$ cat src/rtl/gpio_mport_pkg.sv
package gpio_mport_pkg;
  typedef enum logic [1:0] {
    ACC_IDLE  = 2'd0,
    ACC_READ  = 2'd1,
    ACC_WRITE = 2'd2
  } acc_e;
endpackage

$ cat src/rtl/gpio_mport_sync.sv
module gpio_mport_sync #(
  parameter int NUM_PINS = 8
) (
  input  logic                clk_i,
  input  logic                rst_ni,
  input  logic [NUM_PINS-1:0] pad_i,
  output logic [NUM_PINS-1:0] sync_o
);
  for (genvar g = 0; g < NUM_PINS; g++) begin : g_pin
    logic s1_q, s2_q;
    always_ff @(posedge clk_i or negedge rst_ni) begin
      if (!rst_ni) begin
        s1_q <= 1'b0;
        s2_q <= 1'b0;
      end else begin
        s1_q <= pad_i[g];
        s2_q <= s1_q;
      end
    end
    assign sync_o[g] = s2_q;
  end
endmodule

$ cat src/rtl/gpio_mport_latch.sv
module gpio_mport_latch #(
  parameter int NUM_PINS = 8
) (
  input  logic                clk_i,
  input  logic                rst_ni,
  input  logic                wr_en_i,
  input  logic [NUM_PINS-1:0] mask_i,
  input  logic [NUM_PINS-1:0] wdata_i,
  output logic [NUM_PINS-1:0] q_o
);
  always_ff @(posedge clk_i or negedge rst_ni) begin
    if (!rst_ni) q_o <= '0;
    else if (wr_en_i) q_o <= (q_o & ~mask_i) | (wdata_i & mask_i);
  end


  masked_load_chk: assert property (@(posedge clk_i) disable iff (!rst_ni)
    wr_en_i |=> ((q_o ^ $past(wdata_i)) & $past(mask_i)) == '0);

  keep_unmasked_chk: assert property (@(posedge clk_i) disable iff (!rst_ni)
    wr_en_i |=> ((q_o ^ $past(q_o)) & ~$past(mask_i)) == '0);

  idle_hold_chk: assert property (@(posedge clk_i) disable iff (!rst_ni)
    !wr_en_i |=> $stable(q_o));
endmodule

$ cat src/rtl/gpio_mport_rd.sv
module gpio_mport_rd #(
  parameter int NUM_PINS = 8,
  parameter int DATA_W   = 32
) (
  input  logic                clk_i,
  input  logic                rst_ni,
  input  logic                rd_en_i,
  input  logic [NUM_PINS-1:0] mask_i,
  input  logic [NUM_PINS-1:0] dir_i,
  input  logic [NUM_PINS-1:0] latch_i,
  input  logic [NUM_PINS-1:0] sync_i,
  output logic [DATA_W-1:0]   rdata_o,
  output logic                rvalid_o
);
  logic [NUM_PINS-1:0] pin_val;
  assign pin_val = ((dir_i & latch_i) | (~dir_i & sync_i)) & mask_i;

  always_ff @(posedge clk_i or negedge rst_ni) begin
    if (!rst_ni) begin
      rdata_o  <= '0;
      rvalid_o <= 1'b0;
    end else begin
      rvalid_o <= rd_en_i;
      rdata_o  <= rd_en_i ? DATA_W'(pin_val) : '0;
    end
  end


  rvalid_chk: assert property (@(posedge clk_i) disable iff (!rst_ni)
    rd_en_i |=> rvalid_o);

  no_rvalid_chk: assert property (@(posedge clk_i) disable iff (!rst_ni)
    !rd_en_i |=> !rvalid_o);

  unmasked_zero_chk: assert property (@(posedge clk_i) disable iff (!rst_ni)
    rd_en_i |=> (rdata_o[NUM_PINS-1:0] & ~$past(mask_i)) == '0);

  out_pin_rd_chk: assert property (@(posedge clk_i) disable iff (!rst_ni)
    rd_en_i |=> ((rdata_o[NUM_PINS-1:0] ^ $past(latch_i)) & $past(mask_i & dir_i)) == '0);

  if (DATA_W > NUM_PINS) begin : g_hi

    upper_zero_chk: assert property (@(posedge clk_i) disable iff (!rst_ni)
      rvalid_o |-> rdata_o[DATA_W-1:NUM_PINS] == '0);
  end
endmodule

$ cat src/rtl/gpio_masked_port.sv
module gpio_masked_port #(
  parameter int NUM_PINS = 8,
  parameter int DATA_W   = 32
) (
  input  logic                clk_i,
  input  logic                rst_ni,
  input  logic                req_i,
  input  logic                we_i,
  input  logic [NUM_PINS-1:0] addr_i,
  input  logic [NUM_PINS-1:0] wdata_i,
  output logic [DATA_W-1:0]   rdata_o,
  output logic                rvalid_o,
  input  logic [NUM_PINS-1:0] dir_i,
  input  logic [NUM_PINS-1:0] pad_i,
  output logic [NUM_PINS-1:0] out_o
);
  import gpio_mport_pkg::*;

  acc_e                acc;
  logic [NUM_PINS-1:0] sync_val;

  always_comb begin
    if (!req_i)    acc = ACC_IDLE;
    else if (we_i) acc = ACC_WRITE;
    else           acc = ACC_READ;
  end

  gpio_mport_sync #(.NUM_PINS(NUM_PINS)) sync_i (
    .clk_i, .rst_ni, .pad_i, .sync_o(sync_val)
  );

  gpio_mport_latch #(.NUM_PINS(NUM_PINS)) latch_i (
    .clk_i, .rst_ni,
    .wr_en_i(acc == ACC_WRITE),
    .mask_i (addr_i),
    .wdata_i,
    .q_o    (out_o)
  );

  gpio_mport_rd #(.NUM_PINS(NUM_PINS), .DATA_W(DATA_W)) rd_i (
    .clk_i, .rst_ni,
    .rd_en_i(acc == ACC_READ),
    .mask_i (addr_i),
    .dir_i,
    .latch_i(out_o),
    .sync_i (sync_val),
    .rdata_o,
    .rvalid_o
  );
endmodule

$ cat config.mk
export PLATFORM = sky130hd
export DESIGN_NAME = gpio_masked_port
export DESIGN_NICKNAME = d
export VERILOG_FILES = /design/src/rtl/gpio_mport_pkg.sv /design/src/rtl/gpio_mport_sync.sv /design/src/rtl/gpio_mport_latch.sv /design/src/rtl/gpio_mport_rd.sv /design/src/rtl/gpio_masked_port.sv
export SDC_FILE = /design/constraint.sdc
export NUM_CORES = 1
export LEC_CHECK = 0
export CORE_MARGIN = 4
export CORE_UTILIZATION = 60
export CTS_CLUSTER_DIAMETER = 150
export DETAILED_ROUTE_END_ITERATION = 16
export DONT_BUFFER_PORTS = 1
export PLACE_DENSITY = 0.76
export SKIP_CTS_REPAIR_TIMING = 1
export SKIP_LAST_GASP = 1
export SYNTH_ARGS = -nofsm -noshare
export SYNTH_HDL_FRONTEND = slang
export SYNTH_SLANG_ARGS = --single-unit
$ cat constraint.sdc
create_clock -name clk_i -period 1.18 [get_ports clk_i]
set_input_delay 0.354 -clock clk_i [delete_from_list [all_inputs] [get_ports clk_i]]
set_output_delay 0.354 -clock clk_i [all_outputs]
set_load 0.02 [all_outputs]
==> summary.md, run 1 <==
| Metric | Value |
|---|---|
| Outcome | complete, but fails checks |
| Failing checks | setup timing |
| H-tree levels | 2 |
| Ys async rst share | 100% |
| Fmax | 0.818 GHz |
| Multi-input gate area | 412 um^2 |
| Iteration count of the initial detailed-routing pass | 4 |
| Min cycle time layout | 1220 ps |
| CTS tree | done |
| Vias in the first global route | 681 |
| Setup ws final | -42.4 ps |
| PortBufs | 0 |
| Final hold viol count | 0 |
| Area grow syn2layout | 2.87% |
| Layout cells sized above 1 | 27.8% |
| Cell count after synthesis | 99 |
| Synth Register Bits | 33 |
| Via count | 667 |
| Die Width | 55.5 um |
| Die area | 3080 um^2 |
| CP max stage delay | 420 ps |
| Worst-Skew Late Latency | 310 ps |
| Hold crit path type | in2reg |
| GP Congestion | 0.646 |
| Count of different cell masters after synthesis | 13 |
| Synth top area share | 61.0% |
| R2R Setup Slk | 80 ps |
| Skew final | 7.36 ps |
| FF+latch area | 832 um^2 |
| Aggregate global-route resource usage | 14.3% |
| Row count | 16 |
| Critical path depth | 1 |
| Sink Count | 33 |
| Drt drc | 0 |
| Startpoint types | flip-flop |
| Initial antenna violation count | 0 |
| Pleak | 0.683 nW |
| Crit-path cells | buf_6 |
| Peak VDD IR | 0.00120 V |
| Most frequent cell after synthesis | dfrtp_1 |
| Initial DRC count | 11 |
| Setup Crit Path Kind | reg2out |
| Register area share after synthesis | 61.0% |
| Pre-CTS worst setup slack | 206 ps |
| Worst EP arrival | 870 ps |
| Synth Warn # | 0 |
| Final Max Slew Viols | 0 |
| First-pass GRT wire length | 3370 um |
| Fillers | 142 |
| Post-DP HPWL | 1640 um |
| Wire length per cell | 15.8 um |
| Post-DR vias/cell | 4.94 |
| Setup crit end | out_o[7] |
| Worst r2r path cells | 3 |
| Die height | 55.5 um |
| CP delay by family, top | flip-flops |
| Ports | 77 |
| Avg Synthesized Cell Area | 13.7 um^2 |
| Fin cells | 135 |
| CTS clk-pin slew, worst paths | 90 ps |
| Fin crit share | 104% |
| Total CTS buffers | 5 |
| Nets | 144 |
| EDFF count, synth | 0 |
| Core area | 2040 um^2 |
| Post-Route WL | 2130 um |
| Required time worst endpoint | 830 ps |
| Max Fanout on Critical Path | 3 |
| Prevailing post-synth register cell | dfrtp_1 |
| Worst path bufs/invs | 1 |
| Root Buffer | clkbuf_4 |
| Max-cap violation count | 0 |
| Pwr per Cell Area | 1600 nW/um^2 |
| Reg2reg end | rd_i.rdata_o[7] |
| Clk buf depth | 2 |
| Synth area leaders | dfrtp_1 61%, buf_4 13%, mux2_2 5.0%, mux2i_1 4.4%, mux2_4 4.4% |
| Final setup viols | 2 |
| CP Capture Type | output pin |
| Cell Area, Synth | 1350 um^2 |
| Slowest library cell on the worst path | dfrtp_1 |
| Largest net degree at the start of global routing | 34 |
| RSZ-0062 raised after global routing | yes |
| Antenna cells | 0 |
| Initial core utilization | 66.3% |
| Antenna Violating Nets Remaining | 0 |
| Synth top cells by count | 33 x dfrtp_1, 24 x buf_4 |
| Gr ovfl total | 0 |
| Placed Cells | 125 |
| Yosys top cell by area | dfrtp_1 |
## final cells by class
type | instances | area share, %
sequential | 33 | 59.7
timing repair buffer | 5 | 4.31
multi-input combinational | 63 | 29.6
clock buffer | 7 | 3.95
tap | 27 | 2.43
## stage by stage
step	setup TNS, ps	total power [mW]	util (%)	hold slack (ps)	cell area (um^2)
global placement	0	1.58	63.0	59.1	1290
detailed placement	0	1.60	63.0	59.3	1290
global route	-134	2.34	68.2	32.5	1390
floorplan	0	1.62	-	58.4	1440
finish	-55.9	2.23	68.2	56.2	1390
CTS	-108	2.20	65.7	-295	1340
## per-layer routing
layer | part of all wire (%) | wire length (um) | global-route usage [%] | up-vias
met3 | 13 | 283 | 8.62 | 4
met5 | 0 | 0 | 0 | -
met2 | 53 | 1120 | 24.2 | 50
li1 | - | - | - | 297
met4 | 0.99 | 21 | 4.17 | 0
met1 | 33 | 703 | 14.6 | 316
## cell usage in the layout (no fill, tap or decap)
cell type	count
nand3_1	4
mux2_2	6
buf_6	2
dfrtp_1	28
clkbuf_4	5
buf_4	1
nand3_2	4
conb_1	24
nand2_1	6
dfrtp_2	5
and3_1	2
and2b_2	1
dlygate4sd3_1	1
mux2_4	4
buf_12	1
nor3_1	6
clkbuf_1	1
mux2i_1	6
clkbuf_8	1
## cells by family after synthesis
kind of cell | Yosys count | share of synthesized area (%)
DFF | 33 | 61.0
buffers and inverters | 26 | 15.0
and+or+nand+nor | 23 | 9.89
muxes | 16 | 13.9
other | 1 | 0.277
## worst min path at each step
stage	cells after the start	slack [ps]	end	from
after CTS	0	-300	rd_i.rdata_o[3]	rst_ni
after floorplan	0	60	asynchronous set/reset pin	rst_ni
final	0	60	sync_i.g_pin[4].s1_q	pad_i[4]
after detailed placement	0	60	rd_i.rdata_o[6]	rst_ni
after global placement	0	60	rd_i.rdata_o[6]	rst_ni
after global routing	0	30	sync_i.g_pin[4].s1_q	pad_i[4]
## worst register-to-register path: stages, from the launching register on
cell,delay [ps]
dfrtp_1,420
buf_4,140
mux2_2,260
and3_1,180
## power breakdown
part / internal (mW) / leakage (nW) / switching, mW
Sequential: 1.23 / 0.399 / 0.123
Combinational: 0.131 / 0.253 / 0.148
Clock: 0.281 / 0.0314 / 0.321
Total: 1.64 / 0.683 / 0.593
(Power assumes the default switching activity.)
==> run 2, diff against run 1 <==
--- a/config.mk
+++ b/config.mk
@@ -10,6 +10,7 @@
 export CTS_CLUSTER_DIAMETER = 150
 export DETAILED_ROUTE_END_ITERATION = 16
 export DONT_BUFFER_PORTS = 1
+export GPL_TIMING_DRIVEN = 0
 export PLACE_DENSITY = 0.76
 export SKIP_CTS_REPAIR_TIMING = 1
 export SKIP_LAST_GASP = 1
==> run 2 against run 1 <==
The run now ends clean. Routed wire length up 12%. Cell count is 18% higher. Sequential share of layout area shrank 7.0 points. Critical path type unchanged. Maximum frequency increased by 6.5%. Non-clock buffer count is 23 higher. Global-route usage grew 1.7 points. Utilization increased by 9.4 points. Largest power group unchanged.
==> summary.md, run 2 (synthesis gave the netlist of run 1 again) <==
| Metric | Value |
|---|---|
| Post-DR vias/cell | 4.64 (was 4.94) |
| Pwr per Cell Area | 1500 nW/um^2 (was 1600 nW/um^2) |
| Required time worst endpoint | 830 ps (about the same) |
| Post-Route WL | 2380 um (was 2130 um) |
| Final setup viols | 0 (was 2) |
| Total CTS buffers | 5 (unchanged) |
| Initial DRC count | 4 (was 11) |
| Worst hold start | pad_i[5] (was pad_i[4]) |
| Pleak | 0.816 nW (was 0.683 nW) |
| Initial core utilization | 66.3% (unchanged) |
| GP Congestion | 0.661 (was 0.646) |
| Hold crit path type | in2reg (unchanged) |
| Aggregate global-route resource usage | 16.0% (was 14.3%) |
| Setup Crit Path Kind | reg2out (unchanged) |
| Die height | 55.5 um (unchanged) |
| Tot Pwr | 2.38 mW (was 2.23 mW) |
| Max Fanout on Critical Path | 3 (unchanged) |
| Final hold viol count | 0 (unchanged) |
| Startpoint types | flip-flop (unchanged) |
| Hold Slack | 52.2 ps (was 56.2 ps) |
| CTS tree | done (unchanged) |
| DR WL met3 | 263 um (was 283 um) |
| Outcome | finished clean (was complete, but fails checks) |
| WHS Endpoint | sync_i.g_pin[5].s1_q (was sync_i.g_pin[4].s1_q) |
| Worst EP arrival | 790 ps (was 870 ps) |
| Iteration count of the initial detailed-routing pass | 2 (was 4) |
| Antenna cells | 0 (unchanged) |
| Gr ovfl total | 0 (unchanged) |
| Fillers | 133 (was 142) |
| Placed Cells | 149 (was 125) |
| Worst r2r path cells | 2 (was 3) |
| CTS clk-pin slew, worst paths | 100 ps (was 90 ps) |
| PortBufs | 0 (unchanged) |
| Wire length per cell | 15.0 um (was 15.8 um) |
| Post-DP Area | 1470 um^2 (was 1290 um^2) |
| Antenna Violating Nets Remaining | 0 (unchanged) |
| Fin cells | 159 (was 135) |
| Die Width | 55.5 um (unchanged) |
| Final Max Slew Viols | 0 (unchanged) |
| H-tree levels | 2 (unchanged) |
| Fin crit share | 97.2% (was 104%) |
| Clk buf depth | 2 (unchanged) |
| Ports | 77 (unchanged) |
| Post-route design area | 1580 um^2 (was 1390 um^2) |
| Reg2reg end | rd_i.rdata_o[6] (was rd_i.rdata_o[7]) |
| Most common cell after layout, fill and taps aside | dfrtp_1 (unchanged) |
| R2R Setup Slk | 150 ps (was 80 ps) |
| Vias in the first global route | 819 (was 681) |
| Max-cap violation count | 0 (unchanged) |
| Drt drc | 0 (unchanged) |
| First-pass GRT wire length | 3800 um (was 3370 um) |
| Nets | 167 (was 144) |
| Die area | 3080 um^2 (unchanged) |
| Peak VDD IR | 0.00103 V (was 0.00120 V) |
| RSZ-0062 raised after global routing | yes (unchanged) |
| Root Buffer | clkbuf_4 (unchanged) |
| Row count | 16 (unchanged) |
| Core area | 2040 um^2 (unchanged) |
| Area grow syn2layout | 17.0% (was 2.87%) |
| Worst-Skew Late Latency | 320 ps (was 310 ps) |
| Multi-input gate area | 412 um^2 (unchanged) |
| FF+latch area | 836 um^2 (was 832 um^2) |
| Layout cells sized above 1 | 43.9% (was 27.8%) |
| Most frequent cells in the layout | 25 x dfrtp_1, 24 x buf_4, 24 x conb_1 (was 28 x dfrtp_1, 24 x conb_1) |
| Min cycle time layout | 1150 ps (was 1220 ps) |
| Initial antenna violation count | 0 (unchanged) |
| Largest net degree at the start of global routing | 34 (unchanged) |
| WHS Path Cells | 0 (unchanged) |
| Max layer used | met4 (unchanged) |
| CP Capture Type | output pin (unchanged) |
| Via count | 737 (was 667) |
| Post-DP HPWL | 1820 um (was 1640 um) |
| Sink Count | 33 (unchanged) |
| Setup TNS | 0 ps (was -55.9 ps) |
| Skew final | 7.38 ps (was 7.36 ps) |
| Metal-1 WL | 821 um (was 703 um) |
| Met2 routed WL | 1270 um (was 1120 um) |
| Fmax | 0.872 GHz (was 0.818 GHz) |
==> run 2: cell types whose count changed in the layout (fill, tap and decap cells not counted), sizes merged <==
| cell | delta |
|---|---|
| buf | +23 |
| clkinv | +1 |
==> run 2: cell type report <==
| type | count | share of cell area (%) |
|---|---|---|
| plain buffers | 26 | 12.8 |
| clock buffers | 7 | 4.11 |
| well taps | 27 | 2.13 |
| clock inverters | 1 | 0.316 |
| multi-input cells | 63 | 26.0 |
| repair buffers | 2 | 1.90 |
| flip-flops and latches | 33 | 52.8 |
==> run 2: power by group <==
group / internal (mW) / switching (mW)
Clock: 0.345 / 0.352
Sequential: 1.23 / 0.142
Combinational: 0.159 / 0.149
==> run 2: how the worst max path moves through the flow <==
stage / from / end / depth (start not counted)
after floorplan: flip-flop / rd_i.rdata_o[6] / 2
after global placement: flip-flop / rd_i.rdata_o[6] / 2
after detailed placement: flip-flop / rd_i.rdata_o[6] / 2
after CTS: flip-flop / out_o[6] / 0
after global routing: flip-flop / out_o[5] / 0
final: flip-flop / out_o[6] / 0
==> run 2: stage by stage <==
stage | utilization (%) | worst slack, ps
detailed placement | 72.2 | 144
floorplan | - | 181
global route | 77.6 | -11.1
CTS | 75.6 | -5.38
finish | 77.6 | 32.7
global placement | 72.2 | 159
==> run 2: metal layers <==
layer  track usage, %  vias up
met4             6.25        0
li1                 -      345
met5                0        -
met1             16.1      337
met2             27.2       50
met3             8.86        5
==> run 3, diff against run 2 <==
--- a/config.mk
+++ b/config.mk
@@ -5,13 +5,15 @@
 export SDC_FILE = /design/constraint.sdc
 export NUM_CORES = 1
 export LEC_CHECK = 0
+export CELL_PAD_IN_SITES_DETAIL_PLACEMENT = 0
+export CELL_PAD_IN_SITES_GLOBAL_PLACEMENT = 1
 export CORE_MARGIN = 4
-export CORE_UTILIZATION = 60
+export CORE_UTILIZATION = 45
 export CTS_CLUSTER_DIAMETER = 150
 export DETAILED_ROUTE_END_ITERATION = 16
 export DONT_BUFFER_PORTS = 1
 export GPL_TIMING_DRIVEN = 0
-export PLACE_DENSITY = 0.76
+export PLACE_DENSITY_LB_ADDON = 0.1
 export SKIP_CTS_REPAIR_TIMING = 1
 export SKIP_LAST_GASP = 1
 export SYNTH_ARGS = -nofsm -noshare
==> run 3 against run 2 <==
Combinational power is essentially flat. Via count rose by 0.68%. Non-clock buffer count unchanged. Sequential power barely moved. Clock power down 19%. Utilization is 22 points lower. Sequential cell count did not move. Critical endpoint is now out_o[2]. Largest power group unchanged. Highest routed layer unchanged.
==> summary.md, run 3 (synthesis gave the netlist of run 1 again) <==
| Metric | Value |
|---|---|
| Area grow syn2layout | 15.9% (was 17.0%) |
| GP Congestion | 0.664 (was 0.661) |
| Sink Count | 33 (unchanged) |
| Die Width | 62.9 um (was 55.5 um) |
| Worst-Skew Late Latency | 310 ps (was 320 ps) |
| Max-cap violation count | 0 (unchanged) |
| Post-Route WL | 2340 um (was 2380 um) |
| H-tree levels | 2 (unchanged) |
| First-pass GRT wire length | 3820 um (was 3800 um) |
| Row count | 19 (was 16) |
| Fin crit share | 96.6% (was 97.2%) |
| Most frequent cells in the layout | 24 x buf_4, 24 x conb_1, 24 x dfrtp_1 (was 25 x dfrtp_1, 24 x buf_4, 24 x conb_1) |
| Die height | 62.9 um (was 55.5 um) |
| Post-DP Area | 1480 um^2 (was 1470 um^2) |
| Final hold viol count | 0 (unchanged) |
| CTS tree | done (unchanged) |
| PortBufs | 0 (unchanged) |
| Total CTS buffers | 5 (unchanged) |
| Aggregate global-route resource usage | 12.8% (was 16.0%) |
| Hold crit path type | in2reg (unchanged) |
| Reg2reg end | rd_i.rdata_o[6] (unchanged) |
| Core area | 2810 um^2 (was 2040 um^2) |
| Drt drc | 0 (unchanged) |
| Met2 GRT Util | 20.5% (was 27.2%) |
| Initial antenna violation count | 0 (unchanged) |
| Required time worst endpoint | 830 ps (about the same) |
| Clk buf depth | 2 (unchanged) |
| Max Fanout on Critical Path | 3 (unchanged) |
| Wire length per cell | 14.4 um (was 15.0 um) |
| Largest net degree at the start of global routing | 34 (unchanged) |
| Final setup viols | 0 (unchanged) |
| Startpoint types | flip-flop (unchanged) |
| Layout cells sized above 1 | 42.4% (was 43.9%) |
| Setup Crit Path Kind | reg2out (unchanged) |
| Fillers | 253 (was 133) |
| Setup TNS | 0 ps (unchanged) |
| Nets | 167 (unchanged) |
| Tot Pwr | 2.24 mW (was 2.38 mW) |
| Worst hold start | pad_i[6] (was pad_i[5]) |
| Peak VDD IR | 0.000933 V (was 0.00103 V) |
| CTS clk-pin slew, worst paths | 90 ps (was 100 ps) |
| RSZ-0062 raised after global routing | yes (unchanged) |
| Final Max Slew Viols | 0 (unchanged) |
| WHS Path Cells | 0 (unchanged) |
| GRT met3 Usage | 8.81% (was 8.86%) |
| Antenna Violating Nets Remaining | 0 (unchanged) |
| Initial core utilization | 48.3% (was 66.3%) |
| Pleak | 0.799 nW (was 0.816 nW) |
| Fmax | 0.878 GHz (was 0.872 GHz) |
| Post-DP HPWL | 1790 um (was 1820 um) |
| Post-route design area | 1570 um^2 (was 1580 um^2) |
| Worst r2r path cells | 2 (unchanged) |
| Pwr per Cell Area | 1430 nW/um^2 (was 1500 nW/um^2) |
| Min cycle time layout | 1140 ps (was 1150 ps) |
| GRT busiest layer | met2 (unchanged) |
| Worst EP arrival | 790 ps (about the same) |
| R2R Setup Slk | 170 ps (was 150 ps) |
| Skew final | 2.19 ps (was 7.38 ps) |
| Post-DR vias/cell | 4.55 (was 4.64) |
| WHS Endpoint | sync_i.g_pin[6].s1_q (was sync_i.g_pin[5].s1_q) |
| Ports | 77 (unchanged) |
| Outcome | finished clean (unchanged) |
| CP Capture Type | output pin (unchanged) |
| Die area | 3950 um^2 (was 3080 um^2) |
| Via count | 742 (was 737) |
| Gr ovfl total | 0 (unchanged) |
| Vias in the first global route | 809 (was 819) |
| Iteration count of the initial detailed-routing pass | 2 (unchanged) |
| Root Buffer | clkbuf_4 (unchanged) |
| Antenna cells | 0 (unchanged) |
| Initial DRC count | 25 (was 4) |
| Global Route met1 Usage | 12.6% (was 16.1%) |
-- run 3: cell count changes in the layout (fill, tap and decap cells not counted) --
cell,change
dfrtp_1,-1
dfrtp_2,+1
clkinv_2,-1
clkbuf_8,-2
clkbuf_1,+3
-- run 3: power breakdown --
| part | internal (mW) | switching (mW) |
|---|---|---|
| combinational | 0.159 | 0.146 |
| sequential | 1.23 | 0.139 |
| clock | 0.237 | 0.326 |
-- run 3: worst max path at each step --
stage | start | endpoint | slack, ps | cells past startpoint
2_1_floorplan | flip-flop | rd_i.rdata_o[6] | 180 | 2
3_3_place_gp | flip-flop | rd_i.rdata_o[6] | 150 | 2
3_5_place_dp | flip-flop | rd_i.rdata_o[6] | 150 | 2
4_1_cts | flip-flop | out_o[3] | -3 | 0
5_1_grt | flip-flop | out_o[1] | -10 | 0
6_report | flip-flop | out_o[2] | 40 | 0
-- run 3: through the flow --
stage          utilization [%]  hold WS [ps]  setup WS (ps)  cells
6_report                  55.9          57.2           40.4    163
3_5_place_dp              52.7          59.2            152    153
2_1_floorplan                -          58.4            181    122
5_1_grt                   55.9          13.7          -12.6    163
3_3_place_gp              52.7          59.3            151    153
4_1_cts                   54.5          -301          -2.60    161
-- run 3: final cells by class --
cell class	instances	area (um^2)	area share [%]
multi-input cells	63	412	26.2
flip-flops and latches	33	837	53.3
clock buffers	8	48.8	3.11
repair buffers	2	30.0	1.91
plain buffers	26	203	12.9
well taps	31	38.8	2.47
-- run 3: metal layers --
layer,part of all wire (%),wire [um]
met1,35,823
met2,50,1180
met3,13,316
met4,1.1,25
met5,0,0
